**config.mk**
```make
export PLATFORM = sky130hd
export DESIGN_NAME = lvl_irq_router
export DESIGN_NICKNAME = d
export VERILOG_FILES = /design/src/rtl/lvl_irq_pkg.sv /design/src/rtl/irq_sync_bank.sv /design/src/rtl/irq_reg_file.sv /design/src/rtl/irq_out_stage.sv /design/src/rtl/lvl_irq_router.sv
export SDC_FILE = /design/constraint.sdc
export NUM_CORES = 1
export LEC_CHECK = 0
export BUFFER_PORTS_ARGS = -buffer_cell sky130_fd_sc_hd__buf_2
export CORE_ASPECT_RATIO = 0.8
export CORE_MARGIN = 5
export CORE_UTILIZATION = 25
export DETAILED_ROUTE_END_ITERATION = 16
export MAX_ROUTING_LAYER = met4
export SYNTH_ARGS = -nofsm -noshare
export SYNTH_HDL_FRONTEND = slang
export SYNTH_SLANG_ARGS = --single-unit
```
**constraint.sdc**
```tcl
create_clock -name clk_i -period 1.39 [get_ports clk_i]
set_input_delay 0.0695 -clock clk_i [delete_from_list [all_inputs] [get_ports clk_i]]
set_output_delay 0.0695 -clock clk_i [all_outputs]
set_load 0.05 [all_outputs]
```
**src/rtl/lvl_irq_pkg.sv**
```systemverilog
package lvl_irq_pkg;
  localparam int unsigned NUM_SRC   = 32;
  localparam int unsigned NUM_CORES = 2;
  localparam int unsigned ADDR_W    = 8;
  localparam logic [ADDR_W-1:0] OFS_STATUS  = 8'h00;
  localparam logic [ADDR_W-1:0] OFS_IRQ_MSK = 8'h10;
  localparam logic [ADDR_W-1:0] OFS_MC_MSK  = 8'h18;
  localparam logic [NUM_SRC-1:0] RSVD_BITS  = 32'hFFFE_0040;
endpackage

```
**src/rtl/irq_sync_bank.sv**
```systemverilog
module irq_sync_bank #(
  parameter int unsigned W      = 32,
  parameter int unsigned STAGES = 2,
  parameter logic [W-1:0] RSVD  = '0
) (
  input  logic         clk_i,
  input  logic         rst_ni,
  input  logic [W-1:0] src_i,
  output logic [W-1:0] status_o
);
  logic [STAGES-1:0][W-1:0] q;

  always_ff @(posedge clk_i or negedge rst_ni) begin
    if (!rst_ni) q <= '0;
    else begin
      q[0] <= src_i;
      for (int s = 1; s < STAGES; s++) q[s] <= q[s-1];
    end
  end

  assign status_o = q[STAGES-1] & ~RSVD;
endmodule

```
**src/rtl/irq_reg_file.sv**
```systemverilog
module irq_reg_file
  import lvl_irq_pkg::*;
#(
  parameter int unsigned W  = 32,
  parameter int unsigned NC = 2
) (
  input  logic                  clk_i,
  input  logic                  rst_ni,
  input  logic [ADDR_W-1:0]     addr_i,
  input  logic                  wr_en_i,
  input  logic                  rd_en_i,
  input  logic [W-1:0]          wdata_i,
  input  logic [W-1:0]          status_i,
  output logic [NC-1:0][W-1:0]  irq_msk_o,
  output logic [NC-1:0][W-1:0]  mc_msk_o,
  output logic [W-1:0]          rdata_o
);
  logic [NC-1:0] hit_irq, hit_mc;
  logic [W-1:0]  rd_mux;

  for (genvar c = 0; c < NC; c++) begin : g_core
    assign hit_irq[c] = (addr_i == OFS_IRQ_MSK + ADDR_W'(4*c));
    assign hit_mc[c]  = (addr_i == OFS_MC_MSK  + ADDR_W'(4*c));

    always_ff @(posedge clk_i or negedge rst_ni) begin
      if (!rst_ni) begin
        irq_msk_o[c] <= '0;
        mc_msk_o[c]  <= '0;
      end else if (wr_en_i) begin
        if (hit_irq[c]) irq_msk_o[c] <= wdata_i;
        if (hit_mc[c])  mc_msk_o[c]  <= wdata_i;
      end
    end

    // a write that hits no mask register leaves this core's masks unchanged
    p_wr_miss_r9: assert property (@(posedge clk_i) disable iff (!rst_ni)
      (!wr_en_i || !(hit_irq[c] || hit_mc[c])) |=>
        ($stable(irq_msk_o[c]) && $stable(mc_msk_o[c])));
  end

  always_comb begin
    rd_mux = '0;
    if (addr_i == OFS_STATUS) rd_mux = status_i;
    for (int c = 0; c < NC; c++) begin
      if (hit_irq[c]) rd_mux = irq_msk_o[c];
      if (hit_mc[c])  rd_mux = mc_msk_o[c];
    end
  end

  always_ff @(posedge clk_i or negedge rst_ni) begin
    if (!rst_ni)      rdata_o <= '0;
    else if (rd_en_i) rdata_o <= rd_mux;
  end

  p_rdata_hold_r10: assert property (@(posedge clk_i) disable iff (!rst_ni)
    !rd_en_i |=> $stable(rdata_o));

  p_unmapped_zero_r9: assert property (@(posedge clk_i) disable iff (!rst_ni)
    (rd_en_i && addr_i != OFS_STATUS && !(|hit_irq) && !(|hit_mc)) |=> rdata_o == '0);
endmodule

```
**src/rtl/irq_out_stage.sv**
```systemverilog
module irq_out_stage #(
  parameter int unsigned W  = 32,
  parameter int unsigned NC = 2
) (
  input  logic                 clk_i,
  input  logic                 rst_ni,
  input  logic [W-1:0]         status_i,
  input  logic [NC-1:0][W-1:0] irq_msk_i,
  input  logic [NC-1:0][W-1:0] mc_msk_i,
  output logic [NC-1:0]        irq_o,
  output logic [NC-1:0]        mcheck_o
);
  for (genvar c = 0; c < NC; c++) begin : g_line
    always_ff @(posedge clk_i or negedge rst_ni) begin
      if (!rst_ni) begin
        irq_o[c]    <= 1'b0;
        mcheck_o[c] <= 1'b0;
      end else begin
        irq_o[c]    <= |(status_i & irq_msk_i[c]);
        mcheck_o[c] <= |(status_i & mc_msk_i[c]);
      end
    end

    p_mask_off_r4: assert property (@(posedge clk_i) disable iff (!rst_ni)
      (irq_msk_i[c] == '0) |=> !irq_o[c]);

    p_mask_off_r5: assert property (@(posedge clk_i) disable iff (!rst_ni)
      (mc_msk_i[c] == '0) |=> !mcheck_o[c]);

    p_held_r7: assert property (@(posedge clk_i) disable iff (!rst_ni)
      (|(status_i & irq_msk_i[c])) |=> irq_o[c]);
  end

  p_quiet_r4: assert property (@(posedge clk_i) disable iff (!rst_ni)
    (status_i == '0) |=> (irq_o == '0 && mcheck_o == '0));

  p_both_r6: assert property (@(posedge clk_i) disable iff (!rst_ni)
    (|(status_i & irq_msk_i[0] & irq_msk_i[NC-1])) |=> (irq_o[0] && irq_o[NC-1]));
endmodule

```
**src/rtl/lvl_irq_router.sv**
```systemverilog
module lvl_irq_router
  import lvl_irq_pkg::*;
#(
  parameter int unsigned SYNC_STAGES = 2
) (
  input  logic                 clk_i,
  input  logic                 rst_ni,
  input  logic [NUM_SRC-1:0]   src_i,
  input  logic [ADDR_W-1:0]    addr_i,
  input  logic                 wr_en_i,
  input  logic                 rd_en_i,
  input  logic [NUM_SRC-1:0]   wdata_i,
  output logic [NUM_SRC-1:0]   rdata_o,
  output logic [NUM_CORES-1:0] irq_o,
  output logic [NUM_CORES-1:0] mcheck_o
);
  logic [NUM_SRC-1:0]                  status;
  logic [NUM_CORES-1:0][NUM_SRC-1:0]   irq_msk, mc_msk;

  irq_sync_bank #(.W(NUM_SRC), .STAGES(SYNC_STAGES), .RSVD(RSVD_BITS)) u_sync (
    .clk_i, .rst_ni, .src_i, .status_o(status)
  );

  irq_reg_file #(.W(NUM_SRC), .NC(NUM_CORES)) u_regs (
    .clk_i, .rst_ni, .addr_i, .wr_en_i, .rd_en_i, .wdata_i,
    .status_i(status), .irq_msk_o(irq_msk), .mc_msk_o(mc_msk), .rdata_o
  );

  irq_out_stage #(.W(NUM_SRC), .NC(NUM_CORES)) u_out (
    .clk_i, .rst_ni, .status_i(status), .irq_msk_i(irq_msk), .mc_msk_i(mc_msk),
    .irq_o, .mcheck_o
  );

  p_rsvd_quiet_r2: assert property (@(posedge clk_i) disable iff (!rst_ni)
    (rd_en_i && addr_i == OFS_STATUS) |=> ((rdata_o & RSVD_BITS) == '0));
endmodule

```
==> run_results.csv <==
group,metric,value,unit
status,status,"complete, but fails checks",
status,violations,"setup timing",
sta,max-slew-margin-rel,75.31,%
final_layout,fin_util,34.24,%
clock_tree,clock_latency,440,ps
sta,finalSetupViolCount,111,
floorplanning,core-area,33780,µm²
sta,worst_slew_pin_slew,370.4,ps
clock_tree,clock_path_buffers,2,
drt,vias_per_cell,4.710,
synth,synth_area_leader_cell,"dfrtp_1",
global_routing,grt_pass1_vias,6173,
drt,wl_per_cell,20.78,µm
final_layout,drive_gt1_share,45.27,%
sta,fin_crit,1522,ps
global_routing,grt_max_degree,48,
min_path,hp-class,"in -> reg",
placed_design,place_congestion,0.8410,
placed_design,hpwlAfterDp,17460,µm
power,p_sw_share,26.42,%
synth,synth_area,8591,µm²
power,powerDensity,1097,nW/µm²
sta,fmax,657.0,MHz
drt,final_antenna_net_count,0,
critical_path,required,1710,ps
synth,synth_nets,657,
synth,synthCells,581,
sta,finClkSkew,17.27,ps
synth,synth_edf_count,0,
synth,ys_top_cells_by_area,"dfrtp_1, mux2_2, mux2_4",
clock_tree,htree_levels,4,
sta,holdWs,51.76,ps
drt,drcViolationCount,0,
synth,synth_top_area_share,57.09,%
clock_tree,numCtsBuffers,17,
synth,avgSynthCellArea,14.79,µm²
power,power,12.69,mW
sta,rsz0062_at_grt,"yes",
clock_tree,cts_tree,"built",
critical_path,start_kind,"input pin",
job,cap_violations,0,
power,p_leak,5.471,nW
final_layout,final_cells,1218,
drt,num_vias,5737,
clock_tree,root_buffer,"clkbuf_16",
clock_tree,path_clk_slew,80,ps
floorplanning,core.rowCount,60,
placed_design,post-place-ws,-676.7,ps
sta,fin_crit_sh,109.5,%
critical_path,cp_data_arrival_time,1840,ps
floorplanning,die_w,217.3,µm
drt,drt_pre_antenna_iters,5,
power,pwr-share-comb,11.9,%
power,ir_drop,0.0008785,V
critical_path,worstSetupEndpointType,"flop",
critical_path,critical_path_class,"in -> reg",
sta,slew_violations,0,
synth,yosys-top-cells-count,"dfrtp_1, mux2_2, mux2_4",
floorplanning,ios,112,
clock_tree,cts.sinks,196,
power,seq_power_share,48.9,%
global_routing,track_usage,13.48,%
final_layout,final_net_count,845,
sta,fin_ws,-132.1,ps
placed_design,io_buffers,95,
synth,synth_ff_type,"dfrtp_1",
floorplanning,die_area,38190,µm²
synth,ys_seq_area_share,57.09,%
floorplanning,die_h,175.8,µm
sta,hold_viol_final,0,
final_layout,syn_to_final_growth,34.63,%
power,power.internal,9.335,mW
drt,drt_iter0_markers,411,
synth,synthArstFlopShare,100.0,%
synth,synth.distinct_cells,37,
global_routing,grt_pass1_wl,38230,µm
global_routing,grt-ovfl-total,0,
floorplanning,initial_core_util,25.43,%
power,p_clk_share,39.3,%
global_routing,antenna_found_initial,1,
critical_path,cp_max_fo,20,
synth,yosys.cell_count.top_type,"dfrtp_1",
power,switching_power,3.352,mW
placed_design,place_inst,1126,
drt,routed_wl,25310,µm
synth,ys_ff_latch,196,
synth,yosysWarnings,0,
==> area by class of cell <==
type | count | area [µm²]
Multi-Input combinational cell | 321 | 3694
Clock inverter | 12 | 137.6
Timing Repair Buffer | 209 | 1730
Sequential cell | 196 | 4910
Fill cell | 3310 | 22220
Clock buffer | 20 | 456.7
Antenna cell | 2 | 5.005
Tap cell | 434 | 543.0
Inverter | 24 | 90.09
==> critical path, cell delays in order <==
cell and delay [ps]:
buf_8 100, or4_4 550, nor3_4 180, and4b_2 330
buf_12 220, mux2_2 350
==> per-layer routing <==
| layer | wire length, µm | vias to the layer above | GRT usage, % | part of all wire, % |
|---|---|---|---|---|
| li1 | - | 2568 | - | - |
| met1 | 12180 | 3004 | 18.51 | 48 |
| met2 | 11470 | 129 | 19.82 | 45 |
| met3 | 1050 | 36 | 2.912 | 4.1 |
| met4 | 602 | 0 | 4.685 | 2.4 |
| met5 | 0 | - | - | 0 |
==> timing repair <==
action                     CTS  global route
pin swaps                    3             0
gates resized for setup     46            47
setup endpoints to repair  112           140
hold endpoints to repair   340             0
setup buffers                5             0
cloned                       2             2
hold buffers                49             0
==> logic make-up after synthesis <==
| logic type | share of synthesized area, % |
|---|---|
| buf+inv | 4.136 |
| compound gates | 10.73 |
| simple gates | 3.889 |
| mux | 24.15 |
| flops | 57.09 |
==> power groups by stage <==
stage | registers, mW | clock network, mW | logic [mW]
finish | 6.20 | 4.98 | 1.50
detailed placement | 6.29 | 0 | 1.32
floorplan | 6.40 | 0 | 0.563
global placement | 6.28 | 0 | 1.31
global route | 6.23 | 5.32 | 1.62
CTS | 6.19 | 5.12 | 1.48
==> stage by stage <==
stage | setup TNS [ps] | area (µm²)
final | -7856 | 11570
after global placement | -81220 | 9973
after CTS | -5783 | 11330
after floorplan | -39980 | 8705
after global routing | -13030 | 11560
after detailed placement | -88100 | 9973
==> registers in the layout, summed over array words and instances, names as in the netlist <==
| signal | count |
|---|---|
| u_regs.irq_msk_o | 64 |
| u_sync.q | 16 |
| u_out.irq_o | 2 |
| u_regs.mc_msk_o | 64 |
| u_sync.status_o | 16 |
| u_out.mcheck_o | 2 |
| u_regs.rdata_o | 32 |
==> cell usage in the layout (no fill, tap or decap), types with 8 or more instances in the layout <==
| cell | instances |
|---|---|
| mux4_2 | 16 |
| a21o_1 | 8 |
| nor2_1 | 10 |
| buf_12 | 12 |
| mux2_2 | 22 |
| mux2i_1 | 16 |
| a22oi_1 | 14 |
| mux2_4 | 99 |
| dfrtp_1 | 192 |
| a221oi_1 | 17 |
| buf_2 | 92 |
| nor3b_1 | 8 |
| dlygate4sd3_1 | 49 |
| a21oi_1 | 8 |
| a22o_1 | 17 |
| a211o_1 | 8 |
| inv_1 | 24 |
| nor2b_1 | 15 |
| clkbuf_16 | 19 |
| o2bb2ai_1 | 16 |
| buf_4 | 43 |
==> final timing paths <==
path / depth (start not counted) / from / slack (ps) / endpoint
min in group asynchronous: 2 / rst_ni / 110 / u_regs.rdata_o[18]$_DFFE_PN0P_
max reg2reg: 4 / u_sync.status_o[15]$_DFF_PN0_ / 40 / u_out.irq_o[1]$_DFF_PN0_
max in group asynchronous: 3 / rst_ni / 680 / u_sync.status_o[12]$_DFF_PN0_
max: 6 / addr_i[7] / -130 / u_regs.mc_msk_o[19]$_DFFE_PN0P_
min: 3 / rd_en_i / 50 / u_regs.rdata_o[14]$_DFFE_PN0P_
min reg2reg: 0 / u_sync.q[9]$_DFF_PN0_ / 350 / u_sync.status_o[9]$_DFF_PN0_
Power figures use the tool's default switching activity.
